**src/rtl/bperm_pkg.sv**
```systemverilog
package bperm_pkg;
  localparam int unsigned OP_W = 3;
  typedef enum logic [OP_W-1:0] {
    OP_BREV8 = 3'd0,
    OP_REV8  = 3'd1,
    OP_ZIP   = 3'd2,
    OP_UNZIP = 3'd3
  } bperm_op_e;
endpackage

```
**src/rtl/bperm_brev8.sv**
```systemverilog
module bperm_brev8 #(
  parameter int unsigned XLEN = 32
) (
  input  logic [XLEN-1:0] src_i,
  output logic [XLEN-1:0] dst_o
);
  localparam int unsigned NB = XLEN / 8;
  for (genvar b = 0; b < NB; b++) begin : g_byte
    for (genvar k = 0; k < 8; k++) begin : g_bit
      assign dst_o[8*b+k] = src_i[8*b+7-k];
    end
  end
endmodule

```
**src/rtl/bperm_rev8.sv**
```systemverilog
module bperm_rev8 #(
  parameter int unsigned XLEN = 32
) (
  input  logic [XLEN-1:0] src_i,
  output logic [XLEN-1:0] dst_o
);
  localparam int unsigned NB = XLEN / 8;
  for (genvar b = 0; b < NB; b++) begin : g_byte
    assign dst_o[8*b +: 8] = src_i[8*(NB-1-b) +: 8];
  end
endmodule

```
**src/rtl/bperm_zip.sv**
```systemverilog
module bperm_zip #(
  parameter int unsigned XLEN = 32
) (
  input  logic [XLEN-1:0] src_i,
  output logic [XLEN-1:0] zip_o,
  output logic [XLEN-1:0] unzip_o
);
  localparam int unsigned HALF = XLEN / 2;
  for (genvar i = 0; i < HALF; i++) begin : g_pair
    assign zip_o[2*i]        = src_i[i];
    assign zip_o[2*i+1]      = src_i[HALF+i];
    assign unzip_o[i]        = src_i[2*i];
    assign unzip_o[HALF+i]   = src_i[2*i+1];
  end
endmodule

```
**src/rtl/bperm_unit.sv**
```systemverilog
module bperm_unit
  import bperm_pkg::*;
#(
  parameter int unsigned XLEN = 32
) (
  input  logic                clk_i,
  input  logic                rst_ni,
  input  logic                valid_i,
  input  logic [OP_W-1:0]     op_i,
  input  logic [XLEN-1:0]     src_i,
  output logic                valid_o,
  output logic [XLEN-1:0]     result_o,
  output logic                illegal_o
);
  localparam bit HAS_ZIP = (XLEN == 32);

  logic [XLEN-1:0] brev_w, rev_w, zip_w, unzip_w;
  logic [XLEN-1:0] res_d;
  logic            ill_d;

  bperm_brev8 #(.XLEN(XLEN)) u_brev (.src_i(src_i), .dst_o(brev_w));
  bperm_rev8  #(.XLEN(XLEN)) u_rev  (.src_i(src_i), .dst_o(rev_w));

  if (HAS_ZIP) begin : g_zip
    bperm_zip #(.XLEN(XLEN)) u_zip (
      .src_i   (src_i),
      .zip_o   (zip_w),
      .unzip_o (unzip_w)
    );
  end else begin : g_nozip
    assign zip_w   = '0;
    assign unzip_w = '0;
  end

  always_comb begin
    res_d = '0;
    ill_d = 1'b0;
    case (bperm_op_e'(op_i))
      OP_BREV8: res_d = brev_w;
      OP_REV8:  res_d = rev_w;
      OP_ZIP: begin
        res_d = zip_w;
        ill_d = !HAS_ZIP;
      end
      OP_UNZIP: begin
        res_d = unzip_w;
        ill_d = !HAS_ZIP;
      end
      default:  ill_d = 1'b1;
    endcase
    if (ill_d) res_d = '0;
  end

  always_ff @(posedge clk_i or negedge rst_ni) begin
    if (!rst_ni) begin
      valid_o   <= 1'b0;
      result_o  <= '0;
      illegal_o <= 1'b0;
    end else begin
      valid_o <= valid_i;
      if (valid_i) begin
        result_o  <= res_d;
        illegal_o <= ill_d;
      end
    end
  end
endmodule

```
**config.mk**
```make
export PLATFORM = sky130hd
export DESIGN_NAME = bperm_unit
export DESIGN_NICKNAME = d
export VERILOG_FILES = /design/src/rtl/bperm_pkg.sv /design/src/rtl/bperm_brev8.sv /design/src/rtl/bperm_rev8.sv /design/src/rtl/bperm_zip.sv /design/src/rtl/bperm_unit.sv
export SDC_FILE = /design/constraint.sdc
export NUM_CORES = 1
export LEC_CHECK = 0
export ABC_AREA = 1
export BUFFER_PORTS_ARGS = -buffer_cell sky130_fd_sc_hd__buf_2
export CELL_PAD_IN_SITES_DETAIL_PLACEMENT = 0
export CELL_PAD_IN_SITES_GLOBAL_PLACEMENT = 1
export CORE_MARGIN = 1.5
export CORE_UTILIZATION = 37
export CTS_BUF_LIST = sky130_fd_sc_hd__clkbuf_4 sky130_fd_sc_hd__clkbuf_8
export DETAILED_ROUTE_END_ITERATION = 6
export GPL_TIMING_DRIVEN = 0
export PLACE_DENSITY_LB_ADDON = 0.1
export SLEW_MARGIN = 15
export SYNTH_ARGS = -nofsm -noshare
export SYNTH_HDL_FRONTEND = slang
export SYNTH_SLANG_ARGS = --single-unit
```
**constraint.sdc**
```tcl
create_clock -name clk_i -period 0.8 [get_ports clk_i]
set_clock_uncertainty 0.1 [all_clocks]
set_input_delay 0.08 -clock clk_i [delete_from_list [all_inputs] [get_ports clk_i]]
set_output_delay 0.08 -clock clk_i [all_outputs]
set_load 0.005 [all_outputs]
```
==> tab_implementation.tex <==
\begin{tabular}{lr}
\hline
Metric & Value \\
\hline
\multicolumn{2}{l}{\textbf{Status}} \\
Result of the run & complete, but fails checks \\
Failing checks & negative hold slack, negative setup slack \\
\multicolumn{2}{l}{\textbf{Layout}} \\
Share of cells above drive strength 1 & 47.8\% \\
Non-filler instance count after layout & 546 \\
Net count of the finished layout & 506 \\
Top library cells by usage in the layout, fill and taps aside & nand2\_1, buf\_2, nand4\_1, dfrtp\_1, nand3\_2 \\
Antenna diode count & 0 \\
Area grow syn2layout & 60.3\% \\
Most common cell after layout, fill and taps aside & nand2\_1 \\
\multicolumn{2}{l}{\textbf{Route}} \\
Drt wl/cell & 17.9 um \\
Residual DRC count & 0 \\
Count of TritonRoute iterations in the first routing pass & 5 \\
Avg Vias per Cell & 5.67 \\
Total wirelength of the detailed-routed design & 9750 um \\
Antenna violation net count after detailed routing & 0 \\
Total number of vias & 3094 \\
Number of DRC markers after the initial detailed-route iteration & 336 \\
\multicolumn{2}{l}{\textbf{Logic synthesis}} \\
Biggest area contributors in the synthesized netlist & dfrtp\_1, nand2\_1, nand4\_1 \\
Portion of the post-synthesis area used by sequential elements & 35.6\% \\
Library cell with the largest summed area after synthesis & dfrtp\_1 \\
Syn\_nets & 400 \\
Distinct cell type count of the synthesized netlist & 14 \\
Synthesized netlist cell count & 362 \\
Synthesized flop and latch total & 34 \\
Netlist area before placement & 2390 sq um \\
Share of the synthesized area in the top cell type & 35.6\% \\
Post-synthesis area per instance & 6.61 sq um \\
Total number of yosys warnings & 0 \\
\multicolumn{2}{l}{\textbf{Critical path}} \\
Start point of the critical path & result\_o[1]\$\_DFFE\_PN0P\_ \\
Delay contributed by the slowest stage of the critical path & 0.39 ns \\
Reg2Reg Launch Point & result\_o[2]\$\_DFFE\_PN0P\_ \\
Crit end category & output pin \\
Kind of launch point of the worst setup path & flip-flop \\
WP buf/inv & 1 \\
CP Max Fanout & 2 \\
Reg2reg setup slack & -0.02 ns \\
Destination of the worst register-to-register timing path & result\_o[2]\$\_DFFE\_PN0P\_ \\
Arr. time, crit path & 0.81 ns \\
Max stage delay cell, worst path & dfrtp\_1 \\
Data required time of the worst path & 0.62 ns \\
Critical-path cell list & buf\_2 \\
Worst reg2reg path depth & 3 \\
Top cell family by delay on the critical path & flip-flops \\
Crit path kind & reg -> out \\
\multicolumn{2}{l}{\textbf{Power and ir drop}} \\
Part of the power in registers & 39.0\% \\
P\_int & 3.35 mW \\
Worst VDD drop & 0.000840 V \\
Power per Cell Area & 1310 nW/um\^{}2 \\
Portion of total power attributed to the clock network & 27.7\% \\
Net switching share of the total power & 33.5\% \\
Pleak & 2.04 nW \\
Combinational share of power & 33.3\% \\
Switching power & 1.69 mW \\
\multicolumn{2}{l}{\textbf{Timing}} \\
Period utilisation layout & 124\% \\
Unrepaired setup endpoints after global routing & true \\
Total count of max-transition violations in the final report & 0 \\
Endpoints failing setup & 65 \\
Post-layout minimum cycle time & 0.995 ns \\
Relative slew slack & 48.7\% \\
Crit path setup slack, layout & -0.195 ns \\
Fin Hold WS & -0.247 ns \\
Hold violation total from the final report & 34 \\
Max Clk Rate & 1.01 GHz \\
Measured slew at the worst slew-check pin & 0.769 ns \\
\multicolumn{2}{l}{\textbf{Die}} \\
Chip Height & 83.4 um \\
Die Wd & 83.4 um \\
Area of the die & 6960 sq um \\
Top-level I/O count & 72 \\
Effective utilization at floorplan & 37.9\% \\
Core ar. & 6310 sq um \\
\# rows & 29 \\
\multicolumn{2}{l}{\textbf{Global routing}} \\
Global-route wire length before repair & 14800 um \\
Vias in the first global route & 2791 \\
Gr ovfl total & 0 \\
Pin count of the biggest net entering global routing & 35 \\
Number of antenna violations at the first check in global routing & 0 \\
Global routing usage summed across all routing layers & 26.9\% \\
\multicolumn{2}{l}{\textbf{Place}} \\
Count of input and output buffers & 71 \\
HPWL reported at the end of detailed placement & 6550 um \\
Final Wtd Congestion & 0.918 \\
Number of placed cells counting well taps & 510 \\
\multicolumn{2}{l}{\textbf{Clocking}} \\
H-tree depth reported by CTS & 2 \\
Number of clock sinks & 34 \\
Clock Pin Slew Worst Setup and Hold Paths & 0.08 ns \\
Post-CTS Hold Fix Bufs & 1 \\
Clk\_lat worst skew & 0.29 ns \\
Total clock buffers created by CTS & 5 \\
TritonCTS clock tree & yes \\
Root Driver & clkbuf\_8 \\
Maximum buffer depth of the clock tree & 2 \\
\multicolumn{2}{l}{\textbf{Min path}} \\
Hold WC Path Type & in -> async \\
\multicolumn{2}{l}{\textbf{Run}} \\
Number of max-cap violations & 0 \\
\hline
\end{tabular}
==> synthesized netlist by cell type <==
| library cell | count |
|---|---|
| nor2_1 | 3 |
| dfrtp_1 | 34 |
| nand3_1 | 65 |
| nor2_2 | 1 |
| buf_1 | 1 |
| buf_6 | 3 |
| inv_1 | 4 |
| nand2_1 | 136 |
| o21ai_1 | 26 |
| nand4_1 | 54 |
| inv_2 | 3 |
| buf_4 | 6 |
| buf_2 | 11 |
| clkbuf_1 | 15 |
==> per-layer routing <==
metal | up-vias | global-route usage (%) | share of wire [%]
met5 | - | 0 | 0
met3 | 25 | 7.36 | 8.2
met4 | 0 | 9.69 | 2.7
li1 | 1471 | - | -
met1 | 1441 | 37.4 | 44
met2 | 157 | 40.1 | 45
==> cell families (layout without fill, tap and decap cells) <==
logic type	count (synthesis)	after routing	share of synthesized area (%)
buffers and inverters	43	150	9.20
and+or+nand+nor	259	259	49.8
DFF	34	34	35.6
AOI/OAI and AO/OA	26	26	5.44
==> power groups by stage <==
stage	logic [mW]	clock network [mW]	registers (mW)
6_report	1.68	1.40	1.96
5_1_grt	1.81	1.50	1.98
4_1_cts	1.36	1.42	1.96
3_5_place_dp	1.21	0	1.99
3_3_place_gp	1.20	0	1.99
2_1_floorplan	0.604	0	2.02
==> state kept, by name, indices dropped and copies added, names as in the netlist <==
signal and flops:
result_o 32, illegal_o 1, valid_o 1
==> stage by stage <==
stage               util [%]  TNS [ns]  worst slack [ns]  area [sq um]  total power, mW
floorplan                  -    -0.888           -0.0410          2490             2.62
global placement        46.6    -13.01            -0.476          2940             3.19
detailed placement      46.6    -14.60            -0.503          2940             3.20
CTS                     51.8     -6.25            -0.190          3270             4.74
global route            60.7     -9.79            -0.216          3830             5.28
finish                  60.7     -7.68            -0.195          3830             5.04
==> worst max path at each step <==
stage	endpoint	slack [ns]	cells past startpoint
global placement	result_o[30]$_DFFE_PN0P_	-0.48	6
finish	result_o[1]	-0.19	1
floorplan	result_o[10]$_DFFE_PN0P_	-0.04	7
global route	result_o[10]	-0.22	1
detailed placement	result_o[30]$_DFFE_PN0P_	-0.50	6
CTS	result_o[27]	-0.19	1
==> repair_timing <==
item	4_1_cts	5_1_grt
gates resized for setup	31	113
pin swaps	26	74
setup buffers	13	12
hold endpoints to repair	36	34
gates cloned	1	3
setup endpoints to repair	66	66
==> cell type report <==
| class | instances | area (sq um) |
|---|---|---|
| plain buffers | 35 | 317 |
| clock buffers | 7 | 90.1 |
| clock inverters | 1 | 5.00 |
| fillers | 597 | 2480 |
| inverters | 7 | 43.8 |
| multi-input cells | 285 | 1700 |
| flip-flops and latches | 34 | 851 |
| well taps | 77 | 96.3 |
| repair buffers | 100 | 736 |
(Power assumes the default switching activity.)
